**src/rtl/inv_bus_xcvr_pkg.sv**
```systemverilog
package inv_bus_xcvr_pkg;

  typedef enum logic [1:0] {
    DRIVE_NONE = 2'd0,
    DRIVE_A    = 2'd1,
    DRIVE_B    = 2'd2
  } drive_e;

  // Map the active-low enable and direction onto the bus to be driven
  function automatic drive_e drive_decode(input logic enable_n, input logic to_b);
    if (enable_n)  return DRIVE_NONE;
    else if (to_b) return DRIVE_B;
    else           return DRIVE_A;
  endfunction

endpackage

```
**src/rtl/xcvr_edge_det.sv**
```systemverilog
module xcvr_edge_det (
  input  logic clk,
  input  logic rst,
  input  logic strobe,
  output logic rise
);
  logic strobe_q;

  // Track the strobe during reset too, so a level held through reset is not an edge
  always_ff @(posedge clk) begin
    strobe_q <= strobe;
  end

  assign rise = strobe & ~strobe_q & ~rst;
endmodule

```
**src/rtl/xcvr_store.sv**
```systemverilog
module xcvr_store #(
  parameter int WIDTH = 8
) (
  input  logic             clk,
  input  logic             rst,
  input  logic             load,
  input  logic [WIDTH-1:0] d,
  output logic [WIDTH-1:0] q
);
  always_ff @(posedge clk) begin
    if (rst)       q <= '0;
    else if (load) q <= d;
  end
endmodule

```
**src/rtl/xcvr_lane.sv**
```systemverilog
module xcvr_lane #(
  parameter int WIDTH = 8
) (
  input  logic             clk,
  input  logic             rst,
  input  logic             drive,
  input  logic             use_stored,
  input  logic [WIDTH-1:0] live,
  input  logic [WIDTH-1:0] stored,
  output logic [WIDTH-1:0] out_q,
  output logic             oe_q
);
  logic [WIDTH-1:0] chosen;

  assign chosen = use_stored ? stored : live;

  always_ff @(posedge clk) begin
    if (rst) begin
      out_q <= '0;
      oe_q  <= 1'b0;
    end else begin
      out_q <= drive ? ~chosen : '0;
      oe_q  <= drive;
    end
  end
endmodule

```
**src/rtl/inv_bus_xcvr.sv**
```systemverilog
module inv_bus_xcvr
  import inv_bus_xcvr_pkg::*;
#(
  parameter int WIDTH = 8
) (
  input  logic             clk,
  input  logic             rst,
  input  logic             oe_n,
  input  logic             dir,
  input  logic             sel_ab,
  input  logic             sel_ba,
  input  logic             cap_ab,
  input  logic             cap_ba,
  input  logic [WIDTH-1:0] a_in,
  output logic [WIDTH-1:0] a_out,
  output logic             a_oe,
  input  logic [WIDTH-1:0] b_in,
  output logic [WIDTH-1:0] b_out,
  output logic             b_oe
);
  localparam int NDIR = 2;  // index 0: A to B, index 1: B to A

  drive_e           mode;
  logic [NDIR-1:0]  strobe, rise, drive, sel, oe;
  logic [WIDTH-1:0] src    [NDIR];
  logic [WIDTH-1:0] held   [NDIR];
  logic [WIDTH-1:0] result [NDIR];

  assign mode      = drive_decode(oe_n, dir);
  assign strobe    = {cap_ba, cap_ab};
  assign sel       = {sel_ba, sel_ab};
  assign drive[0]  = (mode == DRIVE_B);
  assign drive[1]  = (mode == DRIVE_A);
  assign src[0]    = a_in;
  assign src[1]    = b_in;

  for (genvar d = 0; d < NDIR; d++) begin : g_dir
    xcvr_edge_det u_edge (
      .clk    (clk),
      .rst    (rst),
      .strobe (strobe[d]),
      .rise   (rise[d])
    );

    xcvr_store #(.WIDTH(WIDTH)) u_store (
      .clk  (clk),
      .rst  (rst),
      .load (rise[d]),
      .d    (src[d]),
      .q    (held[d])
    );

    xcvr_lane #(.WIDTH(WIDTH)) u_lane (
      .clk        (clk),
      .rst        (rst),
      .drive      (drive[d]),
      .use_stored (sel[d]),
      .live       (src[d]),
      .stored     (held[d]),
      .out_q      (result[d]),
      .oe_q       (oe[d])
    );
  end

  assign b_out = result[0];
  assign b_oe  = oe[0];
  assign a_out = result[1];
  assign a_oe  = oe[1];
endmodule

```
**config.mk**
```make
export PLATFORM = sky130hd
export DESIGN_NAME = inv_bus_xcvr
export DESIGN_NICKNAME = d
export VERILOG_FILES = /design/src/rtl/inv_bus_xcvr_pkg.sv /design/src/rtl/xcvr_edge_det.sv /design/src/rtl/xcvr_store.sv /design/src/rtl/xcvr_lane.sv /design/src/rtl/inv_bus_xcvr.sv
export SDC_FILE = /design/constraint.sdc
export NUM_CORES = 1
export LEC_CHECK = 0
export BUFFER_PORTS_ARGS = -buffer_cell sky130_fd_sc_hd__buf_4
export CAP_MARGIN = 0
export CORE_MARGIN = 1.5
export CORE_UTILIZATION = 45
export DETAILED_ROUTE_END_ITERATION = 16
export GPL_ROUTABILITY_DRIVEN = 0
export HOLD_SLACK_MARGIN = 0.05
export PLACE_DENSITY = 0.71
export SYNTH_ARGS = -nofsm -noshare
export SYNTH_HDL_FRONTEND = slang
export SYNTH_SLANG_ARGS = --single-unit
```
**constraint.sdc**
```tcl
create_clock -name clk -period 3.5 [get_ports clk]
set_clock_uncertainty 0.2 [all_clocks]
set_input_delay 0.7 -clock clk [delete_from_list [all_inputs] [get_ports clk]]
set_output_delay 0.7 -clock clk [all_outputs]
set_load 0.02 [all_outputs]
```
Word-level counts from Yosys, hierarchy flattened --
Cells that the tools add are included.
Storage, ports and cells: flip-flop bits (word level) 36, logic and storage cells 27
Cells by class: equality and inequality tests 2, muxes and demuxes 4, bitwise gates (word level) 11, reductions and logical operators 2
Operators with widths (count):
- $mux W8 | 2
- $not A8 Y8 | 2
- $not A1 Y1 | 5
- $and A1 B1 Y1 | 4
- $mux W2 | 2
- $reduce_or A2 Y1 | 2
- $eq A2 B1 Y1 const B | 1
- $eq A2 B2 Y1 const B | 1

Logic depth before layout (Yosys ltp) --
depth after elaboration 5, mapped depth 3, mapped depth without buffers 2

Modules after synthesis --
From an unflattened synthesis, not the netlist that was laid out.
Unflattened totals: cells, all modules 116, area total of the unflattened synthesis 1433.9 um^2
By module, submodules not included:
- xcvr_lane | instances 2, cells an instance 29, area an instance 390.4 um^2, seq. area each 180.2 um^2
- xcvr_store | instances 2, cells an instance 26, area an instance 285.3 um^2, seq. area each 160.2 um^2
- xcvr_edge_det | instances 2, cells an instance 2, area an instance 32.5 um^2, seq. area each 20.0 um^2
- inv_bus_xcvr | instances 1, cells an instance 2, area an instance 17.5 um^2, seq. area each 0.0 um^2

Worst setup path before layout --
No wires, ideal clock.
kind in2reg, start input dir, end register g_dir[1].u_lane.out_q[0], setup time 0.079 ns, data arrival time 1.399 ns, data required time 3.221 ns, setup slack 1.821 ns, stages 3, buffers on the path 1, cells stage by stage or3_1 buf_4 a211oi_2
Between the ends: word-level cells in the longest chain between the ends 5
Ends and longest elaborated chain:
- start: declaration | line inv_bus_xcvr.sv:9 | input logic dir,
- $mux W2 | line inv_bus_xcvr_pkg.sv:12 | else if (to_b) return DRIVE_B;
- $mux W2 | line inv_bus_xcvr_pkg.sv:11 | if (enable_n) return DRIVE_NONE;
- $eq A2 B1 Y1 | line inv_bus_xcvr.sv:33 | assign drive[1] = (mode == DRIVE_A);
- $not A1 Y1 (no line)
- $reduce_or A2 Y1 (no line)
- end signal: assignment | line xcvr_lane.sv:22 | out_q <= drive ? ~chosen : '0;
- end: declaration | line xcvr_lane.sv:10 | output logic [WIDTH-1:0] out_q,
Every way passes these cells. A chain may end at the register's enable or synchronous reset.

Worst setup path in the final report --
start register g_dir[0].u_lane.out_q[4], end output b_out[4]
RTL lines:
- start: declaration | line xcvr_lane.sv:10
- start signal: assignment | line xcvr_lane.sv:22
- end: declaration | line inv_bus_xcvr.sv:18 | output logic [WIDTH-1:0] b_out,
No word-level cell between the ends.

==> Flow_metrics.wiki <==
{| class="wikitable"
! Metric !! Value
|-
| Power Total || 0.783 mW
|-
| Final wirelength || 2880 µm
|-
| Met2 routed WL || 1300 µm
|-
| Min cycle time layout || 1.73 ns
|-
| Peak VDD IR || 0.000181 V
|-
| Unrepaired setup endpoints after global routing || false
|-
| Number of buffers between clock root and the deepest sink || 2
|-
| Antenna-violating nets left || 0
|-
| Critical Path Sink Type || output pin
|-
| Die Height || 60.0 µm
|-
| Min-Delay Path Class || reg2reg
|-
| Leading cell type in the layout, fill and taps excluded || sky130_fd_sc_hd__buf_4
|-
| Post-CTS sizing || 0
|-
| Total of flip-flops plus latches after synthesis || 36
|-
| Number of antenna repair diodes || 0
|-
| Sequential fraction of the synthesis area || 49.3%
|-
| GRT Resource Usage Total || 18.0%
|-
| Clk slew on worst S/H paths || 0.10 ns
|-
| Setup TNS || 0 ns
|-
| Source-to-sink clock delay at the later pin of the worst-skew pair || 0.34 ns
|-
| Pwr dens || 424 nW/µm²
|-
| Clock tree from TritonCTS || yes
|-
| Area of the mapped netlist || 1460 µm²
|-
| Count of hold-fix buffers inserted at cts || 0
|-
| Transition time at the pin with the least slew margin || 0.515 ns
|-
| Count of endpoints failing hold in the final timing report || 0
|-
| Total length of routed met3 wires || 146 µm
|-
| Syn_area_per_cell || 11.3 µm²
|-
| Lkg Pwr || 0.714 nW
|-
| Setup Viol. Count Final || 0
|-
| Number of antenna violations at the first check in global routing || 0
|-
| DRC Markers || 0
|-
| Die area || 3600 µm²
|-
| Number of pins with negative max-slew slack in the final report || 0
|-
| Relative slew margins || 65.7%
|-
| Cell taking the most area after synthesis || sky130_fd_sc_hd__dfxtp_1
|-
| Placeable core area || 3080 µm²
|-
| Die Width || 60.0 µm
|-
| Commonest cells after routing, fill and taps aside || 41 x sky130_fd_sc_hd__buf_4, 36 x sky130_fd_sc_hd__dfxtp_1
|-
| Wire length the detailed router placed on met1 || 1400 µm
|-
| Aggregate global routing overflow || 0
|-
| Final net count || 194
|-
| Worst hold slack across all endpoints || 0.259 ns
|-
| Fraction of synthesized cell area taken by the top area cell type || 49.3%
|-
| Maximum number of pins on one net before global-route repair || 35
|-
| Per-cell via count in the routed design || 4.94
|-
| Critical path arrival || 0.83 ns
|-
| Kind of critical path || reg2out
|-
| Number of detailed-routing iterations run before antenna repair || 4
|-
| Max Clk Rate || 580 MHz
|-
| Part of the cycle the worst path needs || 49.3%
|-
| Distinct cells, synth || 13
|-
| Result of the run || complete, no violations
|-
| Syn. warnings || 0
|-
| Area growth syn-to-layout || 26.3%
|-
| Setup Buffers After CTS || 0
|-
| Fraction of layout cells with a size suffix above 1 || 38.8%
|-
| Share of the core filled with cells in the final layout || 60.0%
|-
| Required arrival time at the worst endpoint || 2.60 ns
|-
| Top post-synthesis cells by area || sky130_fd_sc_hd__dfxtp_1 49%, sky130_fd_sc_hd__a211oi_2 14%, sky130_fd_sc_hd__nand4bb_1 12%
|-
| Sinks on Clock Net || 36
|-
| Number of CTS-inserted buffers || 5
|-
| Gate count after technology mapping || 129
|-
| First-pass GRT wire length || 4650 µm
|-
| Maximum fanout along the worst path || 1
|-
| Number of maximum-capacitance constraint violations || 0
|-
| Syn nets || 153
|-
| Post-detailed-placement half-perimeter wirelength || 1990 µm
|-
| Via count of the first global-routing pass || 980
|-
| Via count || 1058
|-
| Total placed cells including tap cells || 207
|-
| Clock root buffer || sky130_fd_sc_hd__clkbuf_4
|-
| Uppermost layer routed || met4
|-
| Number of primary I/O pins || 42
|-
| Post-DR wirelength/cell || 13.5 µm
|-
| Critical Path Start Type || flop
|-
| Number of fillers in the final layout || 264
|-
| Final Instance Count excl. Fillers || 214
|-
| Initial drt markers || 31
|-
| Initial cell density of the core || 47.5%
|-
| Slowest stage cell, crit path || sky130_fd_sc_hd__dfxtp_1
|-
| List of cells traversed by the critical path || buf_4
|-
| Kind of cell adding the most delay to the critical path || flip-flops
|-
| Total of buffers placed on input and output ports || 41
|-
| Rows || 20
|-
| Worst path max stage delay || 0.34 ns
|-
| Crit path buf inv count || 1
|-
| Depth of the CTS H-tree || 2
|}
## Yosys cell counts, drive strengths merged
cell	number
and2b	2
o21ai	16
buf	7
inv	2
or3b	1
nand4bb	16
nand2b	16
dfxtp	36
a211oi	16
nor2b	16
or3	1
## per-layer routing
metal,GRT usage [%],up-vias
met3,6.49,4
li1,-,542
met2,26.9,25
met1,23.3,487
met5,0,-
met4,7.62,0
## sequential cells by signal, summed over array words and instances, names as in the netlist
register,cells
g_dir.u_lane.out_q,16
g_dir.u_edge.strobe_q,2
g_dir.u_lane.oe_q,2
g_dir.u_store.q,16
## stage by stage
stage	setup slack, ns	cell area [µm²]
after CTS	1.77	1850
after detailed placement	1.43	1780
after global placement	1.47	1780
final	1.77	1850
after global routing	1.74	1850
after floorplan	1.82	1460
## power breakdown
group	total, mW	internal [mW]	switching, mW
Sequential	0.438	0.428	0.0107
Clock	0.245	0.114	0.131
Combinational	0.0992	0.0506	0.0486
## worst paths after layout
kind	startpoint	end	slack, ns	cells after the start
hold reg to reg	g_dir[1].u_store.q[2]	g_dir[1].u_lane.out_q[2]	0.26	1
setup / recovery	g_dir[0].u_lane.out_q[4]	b_out[4]	1.77	1
hold / removal	g_dir[1].u_store.q[2]	g_dir[1].u_lane.out_q[2]	0.26	1
setup reg to reg	g_dir[0].u_edge.strobe_q	g_dir[0].u_store.q[7]	2.26	2
## area by class of cell
type | count | area (µm²) | share of cell area (%)
clock buffer | 7 | 65.1 | 3.52
inverter | 2 | 7.51 | 0.407
multi-input combinational | 84 | 691 | 37.4
sequential | 36 | 721 | 39.0
tap | 44 | 55.1 | 2.98
timing repair buffer | 41 | 308 | 16.7
## cell families (layout without fill, tap and decap cells)
kind of cell           Yosys count  in the layout  synth area share [%]
AO/OA/AOI/OAI                   32             32                  19.2
buffers and inverters            9             50                  3.51
AND/OR/NAND/NOR                 52             52                  28.1
flip-flops                      36             36                  49.3
(Power assumes the default switching activity.)
